--- src/rtl/clkcfg_pkg.sv ---
// Shared types and power-on values for the serial configuration bank.
// Assumes a 4-bit address nibble and a 32-bit serial frame.
package clkcfg_pkg;
    localparam int unsigned FRAME_W = 32;
    localparam int unsigned ADDR_W  = 4;

    localparam logic [ADDR_W-1:0] A_LOCKDET = 4'd11;
    localparam logic [ADDR_W-1:0] A_GLOBAL  = 4'd14;
    localparam logic [ADDR_W-1:0] A_FBDIV   = 4'd15;

    typedef struct packed {
        logic [1:0] mode;
        logic       en;
        logic [7:0] div;
        logic [3:0] dly;
    } ch_cfg_t;

    localparam ch_cfg_t     CH_RST = '{mode: 2'd0, en: 1'b0, div: 8'd1, dly: 4'd0};
    localparam logic [11:0] R_RST  = 12'd10;
    localparam logic [17:0] N_RST  = 18'd760;
endpackage

--- src/rtl/clkcfg_sync.sv ---
// Brings the three serial pins into the system clock domain through a
// STAGES-deep flop chain and produces one-cycle rising-edge strobes for the
// serial clock and the latch pin. Assumes every pin level lasts at least
// STAGES+1 system clocks.
module clkcfg_sync #(
    parameter int unsigned STAGES = 2
) (
    input  logic clk,
    input  logic rst_n,
    input  logic ser_clk,
    input  logic ser_dat,
    input  logic ser_le,
    output logic clk_rise,
    output logic le_rise,
    output logic dat_s
);
    localparam int unsigned NSIG = 3;

    logic [NSIG-1:0] pins;
    logic [NSIG-1:0] chain [STAGES];
    logic [NSIG-1:0] prev;

    assign pins = {ser_le, ser_dat, ser_clk};

    // Synchronizer chain plus one delayed copy for edge detection.
    always_ff @(posedge clk) begin
        if (!rst_n) begin
            for (int i = 0; i < STAGES; i++) chain[i] <= '0;
            prev <= '0;
        end else begin
            chain[0] <= pins;
            for (int i = 1; i < STAGES; i++) chain[i] <= chain[i-1];
            prev <= chain[STAGES-1];
        end
    end

    assign clk_rise = chain[STAGES-1][0] & ~prev[0];
    assign le_rise  = chain[STAGES-1][2] & ~prev[2];
    assign dat_s    = chain[STAGES-1][1];


    clk_pulse_chk: assert property (@(posedge clk) disable iff (!rst_n)
        clk_rise |=> !clk_rise);

    le_pulse_chk: assert property (@(posedge clk) disable iff (!rst_n)
        le_rise |=> !le_rise);
endmodule

--- src/rtl/clkcfg_shift.sv ---
// Shift register and bit counter for one serial frame. Counts bits since the
// last latch (saturating one above the frame size) and, on a latch strobe,
// either offers the word for writing or flags a framing error.
module clkcfg_shift #(
    parameter int unsigned FRAME_W = 32
) (
    input  logic               clk,
    input  logic               rst_n,
    input  logic               bit_stb,
    input  logic               bit_val,
    input  logic               latch_stb,
    output logic [FRAME_W-1:0] word,
    output logic               word_stb,
    output logic               frame_err
);
    localparam int unsigned CNT_W   = $clog2(FRAME_W + 2);
    localparam logic [CNT_W-1:0] CNT_FULL = CNT_W'(FRAME_W);
    localparam logic [CNT_W-1:0] CNT_MAX  = CNT_W'(FRAME_W + 1);

    logic [FRAME_W-1:0] sreg;
    logic [CNT_W-1:0]   cnt;

    // Shift in one bit per serial clock edge; clear the count on a latch.
    always_ff @(posedge clk) begin
        if (!rst_n) begin
            sreg <= '0;
            cnt  <= '0;
        end else if (latch_stb) begin
            cnt <= '0;
        end else if (bit_stb) begin
            sreg <= {sreg[FRAME_W-2:0], bit_val};
            if (cnt != CNT_MAX) cnt <= cnt + 1'b1;
        end
    end

    assign word      = sreg;
    assign word_stb  = latch_stb && (cnt == CNT_FULL);
    assign frame_err = latch_stb && (cnt != CNT_FULL);


    no_overflow_chk: assert property (@(posedge clk) disable iff (!rst_n)
        cnt <= CNT_MAX);

    latch_clears_chk: assert property (@(posedge clk) disable iff (!rst_n)
        latch_stb |=> cnt == '0);
endmodule

--- src/rtl/clkcfg_regs.sv ---
// Register storage and field decode. Takes an accepted frame and its strobe,
// writes the addressed register, applies the soft reset on address 0 bit 31
// and ignores unimplemented addresses. Channel count must not exceed 8.
module clkcfg_regs
    import clkcfg_pkg::*;
#(
    parameter int unsigned NUM_CH = 8
) (
    input  logic                clk,
    input  logic                rst_n,
    input  logic                word_stb,
    input  logic [FRAME_W-1:0]  word,
    output ch_cfg_t [NUM_CH-1:0] ch_cfg,
    output logic                lock_div4,
    output logic                glob_en,
    output logic                pwr_down,
    output logic                cp_tri,
    output logic                cp_pol,
    output logic [3:0]          stat_sel,
    output logic [11:0]         ref_div,
    output logic [1:0]          cp_gain,
    output logic [17:0]         fb_div
);
    logic [ADDR_W-1:0] addr;
    logic              soft_rst;
    ch_cfg_t           ch_q [NUM_CH];

    assign addr     = word[ADDR_W-1:0];
    assign soft_rst = word_stb && (addr == '0) && word[FRAME_W-1];

    for (genvar c = 0; c < NUM_CH; c++) begin : g_ch
        // Per-channel register: restore on reset, load on an addressed write.
        always_ff @(posedge clk) begin
            if (!rst_n || soft_rst) begin
                ch_q[c] <= CH_RST;
            end else if (word_stb && addr == ADDR_W'(c)) begin
                ch_q[c] <= '{mode: word[18:17], en: word[16],
                             div: word[15:8], dly: word[7:4]};
            end
        end
        assign ch_cfg[c] = ch_q[c];
    end

    // Lock-detect, global and feedback registers.
    always_ff @(posedge clk) begin
        if (!rst_n || soft_rst) begin
            lock_div4 <= 1'b0;
            glob_en   <= 1'b1;
            pwr_down  <= 1'b0;
            cp_tri    <= 1'b0;
            cp_pol    <= 1'b0;
            stat_sel  <= '0;
            ref_div   <= R_RST;
            cp_gain   <= '0;
            fb_div    <= N_RST;
        end else if (word_stb) begin
            case (addr)
                A_LOCKDET: lock_div4 <= word[15];
                A_GLOBAL: begin
                    glob_en  <= word[27];
                    pwr_down <= word[26];
                    cp_tri   <= word[25];
                    cp_pol   <= word[24];
                    stat_sel <= word[23:20];
                    ref_div  <= word[19:8];
                end
                A_FBDIV: begin
                    cp_gain <= word[31:30];
                    fb_div  <= word[25:8];
                end
                default: ;
            endcase
        end
    end


    hold_chk: assert property (@(posedge clk) disable iff (!rst_n)
        !word_stb |=> $stable(fb_div) && $stable(ref_div) && $stable(glob_en)
                      && $stable(lock_div4));

    soft_rst_chk: assert property (@(posedge clk) disable iff (!rst_n)
        soft_rst |=> fb_div == N_RST && ref_div == R_RST && glob_en
                     && !pwr_down && cp_gain == '0);

    fb_load_chk: assert property (@(posedge clk) disable iff (!rst_n)
        (word_stb && addr == A_FBDIV) |=> fb_div == $past(word[25:8]));
endmodule

--- src/rtl/clkcfg_serial_bank.sv ---
// Top of the serial configuration bank: pin synchronizer, frame shifter and
// register file, with the channel structs flattened onto per-field buses.
module clkcfg_serial_bank #(
    parameter int unsigned NUM_CH      = 8,
    parameter int unsigned SYNC_STAGES = 2
) (
    input  logic                  clk,
    input  logic                  rst_n,
    input  logic                  ser_clk,
    input  logic                  ser_dat,
    input  logic                  ser_le,
    output logic [2*NUM_CH-1:0]   ch_mode,
    output logic [NUM_CH-1:0]     ch_en,
    output logic [8*NUM_CH-1:0]   ch_div,
    output logic [4*NUM_CH-1:0]   ch_dly,
    output logic                  lock_div4,
    output logic                  out_glob_en,
    output logic                  pwr_down,
    output logic                  cp_tristate,
    output logic                  cp_polarity,
    output logic [3:0]            stat_sel,
    output logic [11:0]           ref_div,
    output logic [1:0]            cp_gain,
    output logic [17:0]           fb_div,
    output logic                  frame_err
);
    import clkcfg_pkg::*;

    logic                 clk_rise, le_rise, dat_s, word_stb;
    logic [FRAME_W-1:0]   word;
    ch_cfg_t [NUM_CH-1:0] ch_cfg;

    clkcfg_sync #(.STAGES(SYNC_STAGES)) i_sync (
        .clk(clk), .rst_n(rst_n), .ser_clk(ser_clk), .ser_dat(ser_dat),
        .ser_le(ser_le), .clk_rise(clk_rise), .le_rise(le_rise), .dat_s(dat_s)
    );

    clkcfg_shift #(.FRAME_W(FRAME_W)) i_shift (
        .clk(clk), .rst_n(rst_n), .bit_stb(clk_rise), .bit_val(dat_s),
        .latch_stb(le_rise), .word(word), .word_stb(word_stb),
        .frame_err(frame_err)
    );

    clkcfg_regs #(.NUM_CH(NUM_CH)) i_regs (
        .clk(clk), .rst_n(rst_n), .word_stb(word_stb), .word(word),
        .ch_cfg(ch_cfg), .lock_div4(lock_div4), .glob_en(out_glob_en),
        .pwr_down(pwr_down), .cp_tri(cp_tristate), .cp_pol(cp_polarity),
        .stat_sel(stat_sel), .ref_div(ref_div), .cp_gain(cp_gain),
        .fb_div(fb_div)
    );

    for (genvar c = 0; c < NUM_CH; c++) begin : g_flat
        assign ch_mode[2*c +: 2] = ch_cfg[c].mode;
        assign ch_en[c]          = ch_cfg[c].en;
        assign ch_div[8*c +: 8]  = ch_cfg[c].div;
        assign ch_dly[4*c +: 4]  = ch_cfg[c].dly;
    end
endmodule

--- config.mk ---
export PLATFORM = sky130hd
export DESIGN_NAME = clkcfg_serial_bank
export DESIGN_NICKNAME = d
export VERILOG_FILES = /design/src/rtl/clkcfg_pkg.sv /design/src/rtl/clkcfg_sync.sv /design/src/rtl/clkcfg_shift.sv /design/src/rtl/clkcfg_regs.sv /design/src/rtl/clkcfg_serial_bank.sv
export SDC_FILE = /design/constraint.sdc
export NUM_CORES = 1
export LEC_CHECK = 0
export ABC_AREA = 1
export BUFFER_PORTS_ARGS = -buffer_cell sky130_fd_sc_hd__buf_4
export CAP_MARGIN = 20
export CORE_MARGIN = 8
export CORE_UTILIZATION = 30
export CTS_CLUSTER_SIZE = 8
export DETAILED_ROUTE_END_ITERATION = 10
export HOLD_SLACK_MARGIN = 0.1
export SETUP_SLACK_MARGIN = 0.02
export SYNTH_ARGS = -nofsm -noshare
export SYNTH_HDL_FRONTEND = slang
export SYNTH_SLANG_ARGS = --single-unit
--- constraint.sdc ---
create_clock -name clk -period 3.15 [get_ports clk]
set_clock_uncertainty 0.2 [all_clocks]
set_input_delay 0.4725 -clock clk [delete_from_list [all_inputs] [get_ports clk]]
set_output_delay 0.4725 -clock clk [all_outputs]
set_load 0.005 [all_outputs]
==> metrics.md, run 1 <==
| Metric | Value |
|---|---|
| Status | completed |
| Final critical-path required period | 2.60 ns |
| Crit path kind | flop to flop |
| Switching portion of total power | 22.0% |
| Synth top area cells | edfxtp_1 (46%), dfxtp_1 (22%), nand2_1 (7.4%) |
| VDD IR max | 335 uV |
| Worst-case clock buffer depth | 3 |
| FILL cells | 2567 |
| Final hold vios | 0 |
| Post-CTS Repair Setup Buffers | 0 |
| DR WL met2 | 9880 um |
| RSZ-0062 raised after global routing | no |
| Top-area cell type share of the netlist area | 45.8% |
| Ys flop type | edfxtp_1 |
| TritonCTS clock tree | yes |
| Clock network fraction of total power | 45.6% |
| WL met3 | 1770 um |
| Syn_nets | 781 |
| Total power draw | 6.11 mW |
| Antenna-violating nets left | 0 |
| Initial antenna violation count | 0 |
| Avg Synthesized Cell Area | 10.2 um^2 |
| YS warnings | 0 |
| Final worst-path cycle share | 82.4% |
| Worst-path clk slew | 0.05 ns |
| Crit path required time | 3.17 ns |
| Max Slew Vio Count | 0 |
| Via count | 5923 |
| Reg power frac | 49.3% |
| CP max-delay cell | buf_4 |
| Async SR Flop Fraction | 0% |
| Distinct cells, synth | 22 |
| GRT Total Usage | 13.6% |
| Relative slew margins | 40.5% |
| H-Tree Level Count | 1 |
| Diode count | 0 |
| Placed insts | 1243 |
| Pleak | 4.24 nW |
| Initial detailed-routing violation count | 450 |
| Post-Synthesis Cells | 773 |
| Max-Cap Viols | 0 |
| Combinational share of power | 5.2% |
| Remaining DRCs | 0 |
| Vias/cell | 4.57 |
| Area leader, netlist | edfxtp_1 |
| #FFs+latches synth | 207 |
| Die height | 178 um |
| Worst Tran Pin Value | 0.893 ns |
| Row count | 59 |
| Avg WL per Cell | 17.3 um |
| Initial Util | 30.3% |
| Setup violations, final | 0 |
| Area Overhead vs Synth | 30.6% |
| Clk sinks | 207 |
| Top layer in use | met4 |
| Gr ovfl total | 0 |
| Crit-path max cell delay | 0.68 ns |
| Critical Path Sink Type | flop |
| # port buffers | 166 |
| Post-layout nets | 951 |
| Post-Route Utilization | 39.6% |
| Largest net degree at the start of global routing | 91 |
| Post-synth EDFFs | 120 |
| Vias in the first global route | 5656 |
| Later-pin clock latency in the skew report | 0.53 ns |
| IO Count | 167 |
| Core area | 0.0259 mm^2 |
| Share of post-route cells with drive strength above 1 | 22.6% |
| First-pass GRT wire length | 33400 um |
| Internal Dissipation | 4.77 mW |
| Wl on met1 | 10100 um |
| PwrDens | 595 mW/mm^2 |
| Full die area | 0.0316 mm^2 |
| 1st-pass router iterations | 5 |
| Post-route insts no fill | 1295 |
| Setup TNS | 0 ns |
| Final WL | 22400 um |
| Root buffer cell | clkbuf_16 |
| Sequential cell area | 0.00535 mm^2 |
| Critical path arrival | 2.62 ns |
| RePlAce Congestion | 0.807 |
| Cells along the critical path | inv_1 -> ha_1 -> nand2_1 -> nor2_2 -> nand4_1 -> nand2_2 -> buf_4 -> nor3_1 |
| Commonest cells in the netlist | nand2_1 (156), edfxtp_1 (120), dfxtp_1 (87), nor3_1 (86), nor2_1 (65) |
| Most common cell in the netlist | nand2_1 |
| CTS Buf Count | 29 |
| Sequential share of the synthesized area | 68.0% |
| Critical Path Fanout Max | 90 |
| Net Switching | 1.35 mW |
| Post-Syn Area | 0.00786 mm^2 |
| HPWL Detailed | 14700 um |
| HP Class | flop to flop |
| Fmax | 385 MHz |
| Setup crit start kind | flop |
| Area occupied by multi-input gates | 0.00202 mm^2 |
| Die W | 178 um |
## worst max-delay path, delay by kind of cell (launching register included)
kind,cells,cell delay [ns]
adders and majority gates,1,0.17
buffers and inverters,2,0.80
DFF,1,0.35
and+or+nand+nor,5,0.73
## through the flow
step | setup WS (ns) | area (um^2) | hold slack, ns
after floorplan | 0.515 | 7860 | 0.190
after global placement | 0.620 | 9420 | 0.197
after detailed placement | 0.547 | 9420 | 0.201
after CTS | 0.536 | 10300 | 0.212
after global routing | 0.393 | 10300 | 0.240
final | 0.554 | 10300 | 0.211
## final timing paths
path	slack, ns	endpoint	cells after the start	from
hold / removal	0.21	i_sync.chain[0][3]	2	i_sync.chain[0][0]
hold reg to reg	0.21	i_sync.chain[0][3]	2	i_sync.chain[0][0]
setup reg to reg	0.55	i_regs.ch_q[3][17]	8	i_shift.cnt[0]
setup / recovery	0.55	i_regs.ch_q[3][17]	8	i_shift.cnt[0]
## power groups by stage
stage	Clock [mW]	Sequential [mW]	Combinational, mW
after floorplan	0	3.05	0.124
after global placement	0	3.07	0.311
after detailed placement	0	3.07	0.316
after CTS	2.86	3.01	0.320
after global routing	2.96	3.02	0.343
final	2.79	3.01	0.315
## area by class of cell
class	count	share of cell area, %
sequential	207	52.1
multi-input combinational	444	19.6
tap	335	4.08
clock inverter	1	0.0853
timing repair buffer	185	13.6
clock buffer	47	7.73
inverter	76	2.78
## metal layers
layer / global-route usage [%] / vias up
li1: - / 2921
met1: 18.1 / 2738
met2: 21.1 / 229
met3: 3.32 / 35
met4: 5.18 / 0
met5: 0 / -
## state kept, by name, indices dropped and copies added (netlist names)
name and flops:
i_regs.ch_q 120, i_regs.cp_gain 2, i_regs.cp_pol 1, i_regs.cp_tri 1
i_regs.fb_div 18, i_regs.glob_en 1, i_regs.lock_div4 1, i_regs.pwr_down 1
i_regs.ref_div 12, i_regs.stat_sel 4, i_shift.cnt 6, i_shift.word 32
i_sync.chain 6, i_sync.prev 2
## kinds of logic after synthesis
group	synth area share, %
simple gates	20.9
buf+inv	6.42
fa+ha+maj	0.478
flops	68.0
xor+xnor	0.334
compound gates	3.88
## cell usage in the layout, fill, tap and decap left out
| cell type | count |
|---|---|
| inv_1 | 60 |
| nand2_2 | 1 |
| nor3_1 | 85 |
| nand3_1 | 62 |
| xor2_1 | 3 |
| inv_6 | 1 |
| nor3_2 | 1 |
| nor3_4 | 1 |
| buf_4 | 181 |
| inv_2 | 1 |
| nand4_1 | 4 |
| nand3_4 | 1 |
| nor2_2 | 1 |
| nand2_1 | 156 |
| ha_1 | 3 |
| clkbuf_1 | 18 |
| o21ai_0 | 32 |
| a21oi_1 | 28 |
| dlygate4sd3_1 | 4 |
| clkinv_1 | 15 |
| clkbuf_16 | 29 |
| edfxtp_1 | 120 |
| o21ai_1 | 1 |
| nor2_1 | 65 |
| dfxtp_1 | 87 |
## timing repair
item / in CTS / in global routing
resized for setup: 0 / 0
hold endpoints to repair: 9 / 0
hold buffers: 4 / 0
Note: power is estimated with default switching activity, not from simulation.
==> inputs of run 2 (changes only) <==
- ABC_AREA: 1 -> 0
- clock period: 3.15 -> 2.4 ns (I/O delays scaled with it)
==> run 2 against run 1 <==
  * Die area shrank 1.5%
  * Sequential share of layout area decreased by 0.89 points
  * Critical path depth shrank 3
  * Register-to-register slack got worse by 0.43 ns
  * Sequential cell count did not move
  * Combinational power is 2% higher
  * Synthesized cell count is 18% lower
  * Setup slack worse by 0.43 ns
  * Global-route usage down 0.46 points
  * Fmax grew 14%
  * Clock power rose by 30%
  * Critical path type unchanged
  * Critical endpoint is now i_regs.ch_q[2][8]
  * Largest cell class unchanged
  * Largest power group unchanged
==> metrics.md, run 2 <==
| Metric | Value |
|---|---|
| Critical path depth | 5 |
| 1st-pass router iterations | 4 |
| Worst Hold End | i_sync.chain[0][4] |
| Largest Register | i_regs.ch_q |
| Critical Path Fanout Max | 9 |
| Final worst-path cycle share | 94.8% |
| Cells along the critical path | nor4bb_1 -> buf_4 -> nand3_1 -> o31ai_4 -> buf_4 |
| Initial Util | 30.6% |
| Die height | 177 um |
| Fmax | 439 MHz |
| Async SR Flop Fraction | 0% |
| Post-layout nets | 838 |
| GRT Total Usage | 13.2% |
| Final critical-path required period | 2.28 ns |
| Root buffer cell | clkbuf_16 |
| Remaining DRCs | 0 |
| Initial detailed-routing violation count | 254 |
| Die W | 177 um |
| Crit path kind | flop to flop |
| Critical Path Sink Type | flop |
| TritonCTS clock tree | yes |
| Max FFs per register | 120 |
| Commonest non-fill, non-tap cell in the layout | buf_4 |
| Crit-path max cell delay | 0.46 ns |
| Vias in the first global route | 5270 |
| CP top delay family | simple AND/OR/NAND/NOR gates |
| Placed insts | 1122 |
| Post-Syn Area | 0.00773 mm^2 |
| Via count | 5150 |
| H-Tree Level Count | 1 |
| Post-route insts no fill | 1177 |
| Area Overhead vs Synth | 35.1% |
| Distinct cells, synth | 38 |
| CP max-delay cell | o31ai_4 |
| Crit path required time | 2.42 ns |
| R2r worst-path depth | 5 |
| HPWL Detailed | 14200 um |
| Reg2reg setup slack | 0.12 ns |
| Full die area | 0.0312 mm^2 |
| YS warnings | 0 |
| Largest net degree at the start of global routing | 33 |
| Worst Tran Pin Value | 0.801 ns |
| Area leader, netlist | edfxtp_1 |
| Most frequent cells in the layout | buf_4 (198), edfxtp_1 (120), and2_1 (111) |
| Relative slew margins | 46.6% |
| XOR/XNOR share of the synthesized area | 0.453% |
| Setup violations, final | 0 |
| Final hold vios | 0 |
| Gr ovfl total | 0 |
| Most used cell, CP | buf_4 |
| Worst-path clk slew | 0.05 ns |
| Core area | 0.0253 mm^2 |
| Share of post-route cells with drive strength above 1 | 28.5% |
| Commonest cells in the netlist | edfxtp_1 (120), and2_1 (111), dfxtp_1 (87), nand2_1 (87), nor2_1 (56) |
| IO Count | 167 |
| Pleak | 4.25 nW |
| Worst-case clock buffer depth | 3 |
| RePlAce Congestion | 0.824 |
| Status | completed |
| Setup crit start kind | flop |
| RSZ-0062 raised after global routing | no |
| Initial antenna violation count | 0 |
| Final WL | 21200 um |
| # port buffers | 166 |
| Sequential share of the synthesized area | 69.1% |
| Max Slew Vio Count | 0 |
| Max-Cap Viols | 0 |
| Most common cell in the netlist | edfxtp_1 |
| Diode count | 0 |
| R2R Path Start | i_sync.chain[0][5] |
| Post-Route Utilization | 41.4% |
| Clk sinks | 207 |
| Row count | 58 |
| Hold Startpoint | i_sync.chain[0][1] |
| Post-synth EDFFs | 120 |
| Synth top area cells | edfxtp_1 (47%), dfxtp_1 (23%), and2_1 (9.0%) |
| Later-pin clock latency in the skew report | 0.52 ns |
| Vias/cell | 4.38 |
| Bufs and invs on worst path | 2 |
| Critical path arrival | 2.30 ns |
| Ys flop type | edfxtp_1 |
| HP Class | flop to flop |
| Adder-Cell Fraction of Synth Area | 0.486% |
| VDD IR max | 351 uV |
| Main combinational cell family by area after synthesis | simple AND/OR/NAND/NOR gates |
| PwrDens | 750 mW/mm^2 |
| Post-Synthesis Cells | 630 |
| R2r endpoint | i_regs.ch_q[2][8] |
| CTS Buf Count | 29 |
| Synth Area in Simple Gates | 19.3% |
| Top-area cell type share of the netlist area | 46.6% |
| Compound-Gate Fraction of Synth Area | 3.14% |
| First-pass GRT wire length | 31700 um |
| Syn_nets | 638 |
| Antenna-violating nets left | 0 |
| Hold path depth | 1 |
| Avg WL per Cell | 18.0 um |
| #FFs+latches synth | 207 |
| Multiplexer share of the synthesized area | 5.31% |
| Avg Synthesized Cell Area | 12.3 um^2 |
==> run 2: worst max path at each step <==
stage                    endpoint          startpoint  slack [ns]
2_1_floorplan   i_regs.ch_q[1][0]      i_shift.cnt[0]       -0.11
3_3_place_gp    i_regs.ch_q[2][7]  i_sync.chain[0][5]       -0.10
3_5_place_dp    i_regs.ch_q[2][7]     i_shift.word[2]       -0.11
4_1_cts         i_regs.ch_q[2][7]      i_shift.cnt[2]        0.09
5_1_grt        i_regs.ch_q[2][10]      i_shift.cnt[2]        0.02
6_report        i_regs.ch_q[2][8]  i_sync.chain[0][5]        0.12
==> run 2: where the power goes <==
group,leakage (nW),internal (mW),total (mW),switching (mW)
clock,0.380,2.22,3.62,1.40
combinational,2.05,0.162,0.321,0.159
sequential,1.82,3.86,3.90,0.0429
total,4.25,6.23,7.84,1.61
==> run 2: logic make-up (layout without fill, tap and decap cells) <==
logic type,Yosys count,in the layout
compound gates,45,45
buf+inv,42,259
flops,207,207
mux,41,41
fa+ha+maj,3,3
simple gates,288,288
xor+xnor,4,4
==> run 2: per-layer routing <==
layer | GRT usage (%) | vias to the layer above | wire (um)
met4 | 3.05 | 0 | 312
li1 | - | 2537 | -
met5 | 0 | - | 0
met3 | 4.04 | 25 | 1820
met2 | 21.9 | 168 | 9880
met1 | 16.5 | 2420 | 9170
==> run 2: metrics by stage <==
| step | instance area [um^2] | setup slack, ns | total power [mW] | setup TNS (ns) | hold WS (ns) |
|---|---|---|---|---|---|
| floorplan | 7740 | -0.114 | 4.05 | -4.11 | 0.212 |
| global placement | 9540 | -0.102 | 4.29 | -1.52 | 0.222 |
| detailed placement | 9550 | -0.105 | 4.29 | -0.735 | 0.227 |
| CTS | 10400 | 0.0852 | 7.95 | 0 | 0.236 |
| global route | 10400 | 0.0216 | 8.12 | 0 | 0.269 |
| finish | 10400 | 0.124 | 7.84 | 0 | 0.233 |
==> run 2: final cells by class <==
type	instances	area, um^2
inverter	3	11.3
tap	330	413
sequential	207	5350
timing repair buffer	208	1620
clock buffer	48	797
multi-input combinational	381	2260
fill	2405	14800
==> run 2: worst reg2reg max path: stages (launching register included) <==
cell and delay (ns):
dfxtp_1 0.39, nor4bb_1 0.36, buf_4 0.18, nand3_1 0.13
o31ai_4 0.46, buf_4 0.26
==> run 2: repair_timing <==
action                                 4_1_cts  5_1_grt
setup endpoints to repair                   20       37
setup buffers                                0        0
endpoints found under the hold margin        8        0
resized for setup                            3        2
pin swaps                                    0        0
hold buffers                                 7        0
==> inputs of run 3 (changes only) <==
- CELL_PAD_IN_SITES_DETAIL_PLACEMENT: default -> 0
- CELL_PAD_IN_SITES_GLOBAL_PLACEMENT: default -> 1
- CORE_ASPECT_RATIO: default -> 0.75
- PLACE_DENSITY_LB_ADDON: default -> 0.1
==> run 3 against run 2 <==
  * Wire length up 11%
  * Critical path depth stayed put
  * Cell area is 0.52% lower
  * Register-to-register slack improved by 0.09 ns
  * First-iteration DRC count up 24%
  * Die area is 0.17% higher
  * Setup slack gained 0.012 ns
  * Critical path type is now flop to output pin
==> metrics.md, run 3 (same netlist as run 2, synthesis figures left out) <==
| Metric | Value |
|---|---|
| Status | completed |
| Gr ovfl total | 0 |
| Critical Path Fanout Max | 8 |
| Commonest non-fill, non-tap cell in the layout | buf_4 |
| Max-Cap Viols | 0 |
| PwrDens | 760 mW/mm^2 |
| Setup violations, final | 0 |
| Critical path arrival | 1.70 ns |
| Clock network fraction of total power | 46.4% |
| Area occupied by multi-input gates | 0.00225 mm^2 |
| Die height | 155 um |
| Die W | 201 um |
| FILL cells | 2462 |
| RSZ-0062 raised after global routing | no |
| Vias/cell | 4.45 |
| Final setup margin | 0.136 ns |
| Diode count | 0 |
| Post-layout nets | 828 |
| TritonCTS clock tree | yes |
| Max FFs per register | 120 |
| Core area | 0.0257 mm^2 |
| CTS Buf Count | 29 |
| Net Switching | 1.66 mW |
| HPWL Detailed | 16400 um |
| Via count | 5250 |
| Combinational share of power | 4.1% |
| Worst Tran Pin Value | 0.789 ns |
| VDD IR max | 528 uV |
| Worst-path clk slew | 0.05 ns |
| Remaining DRCs | 0 |
| Initial Util | 30.1% |
| Later-pin clock latency in the skew report | 0.53 ns |
| Final hold vios | 0 |
| Most frequent cells in the layout | buf_4 (190), edfxtp_1 (120), and2_1 (111) |
| Final critical-path required period | 2.26 ns |
| Pre-CTS WS | 0.132 ns |
| # port buffers | 166 |
| Full die area | 0.0312 mm^2 |
| Crit path required time | 1.84 ns |
| Final WL | 23500 um |
| Area Overhead vs Synth | 34.4% |
| Fmax | 442 MHz |
| Setup crit start kind | flop |
| Sequential cell area | 0.00535 mm^2 |
| Final worst-path cycle share | 94.3% |
| Root buffer cell | clkbuf_16 |
| Worst-case clock buffer depth | 3 |
| Largest Register | i_regs.ch_q |
| Share of post-route cells with drive strength above 1 | 28.5% |
| Avg WL per Cell | 19.9 um |
| Total power draw | 7.89 mW |
| RePlAce Congestion | 0.760 |
| R2R Path Start | i_shift.word[2] |
| HP Class | flop to flop |
| Antenna-violating nets left | 0 |
| Internal Dissipation | 6.24 mW |
| Initial detailed-routing violation count | 315 |
| Critical Path Sink Type | output pin |
| Relative slew margins | 47.3% |
| Max Slew Vio Count | 0 |
| IO Count | 167 |
| GRT Total Usage | 14.3% |
| Pleak | 4.20 nW |
| Largest net degree at the start of global routing | 32 |
| Initial antenna violation count | 0 |
| Row count | 51 |
| Post-CTS Repair Setup Buffers | 0 |
| Critical Path Start | i_shift.cnt[1] |
| H-Tree Level Count | 1 |
| Clk sinks | 207 |
| Vias in the first global route | 5276 |
| Crit path kind | flop to output pin |
| Reg power frac | 49.5% |
| Switching portion of total power | 21.0% |
| 1st-pass router iterations | 5 |
| Hold Startpoint | i_sync.chain[0][0] |
| First-pass GRT wire length | 34400 um |
==> run 3: changes by cell type in the layout (fill, tap and decap cells not counted), moves of 2 or more <==
cell | previous run | this run
buf_4 | 198 | 190
clkbuf_1 | 19 | 17
dlygate4sd3_1 | 7 | 4
nor2_1 | 56 | 54
nor2_2 | 0 | 2
==> run 3: cell type report <==
cell class              count  area share [%]
clock buffers              46            7.60
clock inverters             1           0.193
inverters                   3           0.108
multi-input cells         381            21.6
flip-flops and latches    207            51.5
well taps                 344            4.14
repair buffers            198            14.9
==> run 3: stage by stage <==
step | hold WS [ns] | TNS [ns] | utilization [%] | area [um^2] | instances
floorplan | 0.212 | -4.11 | - | 7740 | 630
global placement | 0.220 | 0 | 37.1 | 9530 | 1129
detailed placement | 0.222 | 0 | 37.1 | 9530 | 1129
CTS | 0.234 | 0 | 40.5 | 10400 | 1180
global route | 0.242 | 0 | 40.5 | 10400 | 1180
finish | 0.229 | 0 | 40.5 | 10400 | 1180
==> run 3: worst max-delay path, cell delays in order (launching register included) <==
cell and delay, ns:
dfxtp_1 0.37, inv_1 0.08, ha_1 0.19, buf_4 0.17
a21oi_2 0.20, buf_4 0.15
==> run 3: final timing paths <==
| path | depth (start not counted) | endpoint | slack (ns) |
|---|---|---|---|
| max | 5 | frame_err | 0.14 |
| min | 1 | i_sync.chain[0][3] | 0.23 |
| max reg2reg | 6 | i_regs.ch_q[3][5] | 0.21 |
| min reg2reg | 1 | i_sync.chain[0][3] | 0.23 |
==> run 3: metal layers <==
layer / share of wire [%] / vias up / track usage [%]
li1: - / 2515 / -
met1: 49 / 2545 / 20.3
met2: 44 / 156 / 22.1
met3: 4.7 / 34 / 2.89
met4: 1.7 / 0 / 3.44
met5: 0 / - / 0
==> run 3: what timing repair did <==
action | 4_1_cts | 5_1_grt
hold endpoints to repair | 7 | 0
gates resized for setup | 1 | 4
hold buffers | 4 | 0
setup endpoints to repair | 1 | 123
==> run 3: power groups by stage <==
stage          Combinational, mW  Clock, mW  Sequential (mW)
3_5_place_dp               0.326          0             3.98
2_1_floorplan             0.0820          0             3.97
5_1_grt                    0.349       3.90             3.92
6_report                   0.322       3.66             3.91
4_1_cts                    0.332       3.77             3.91
3_3_place_gp               0.319          0             3.98
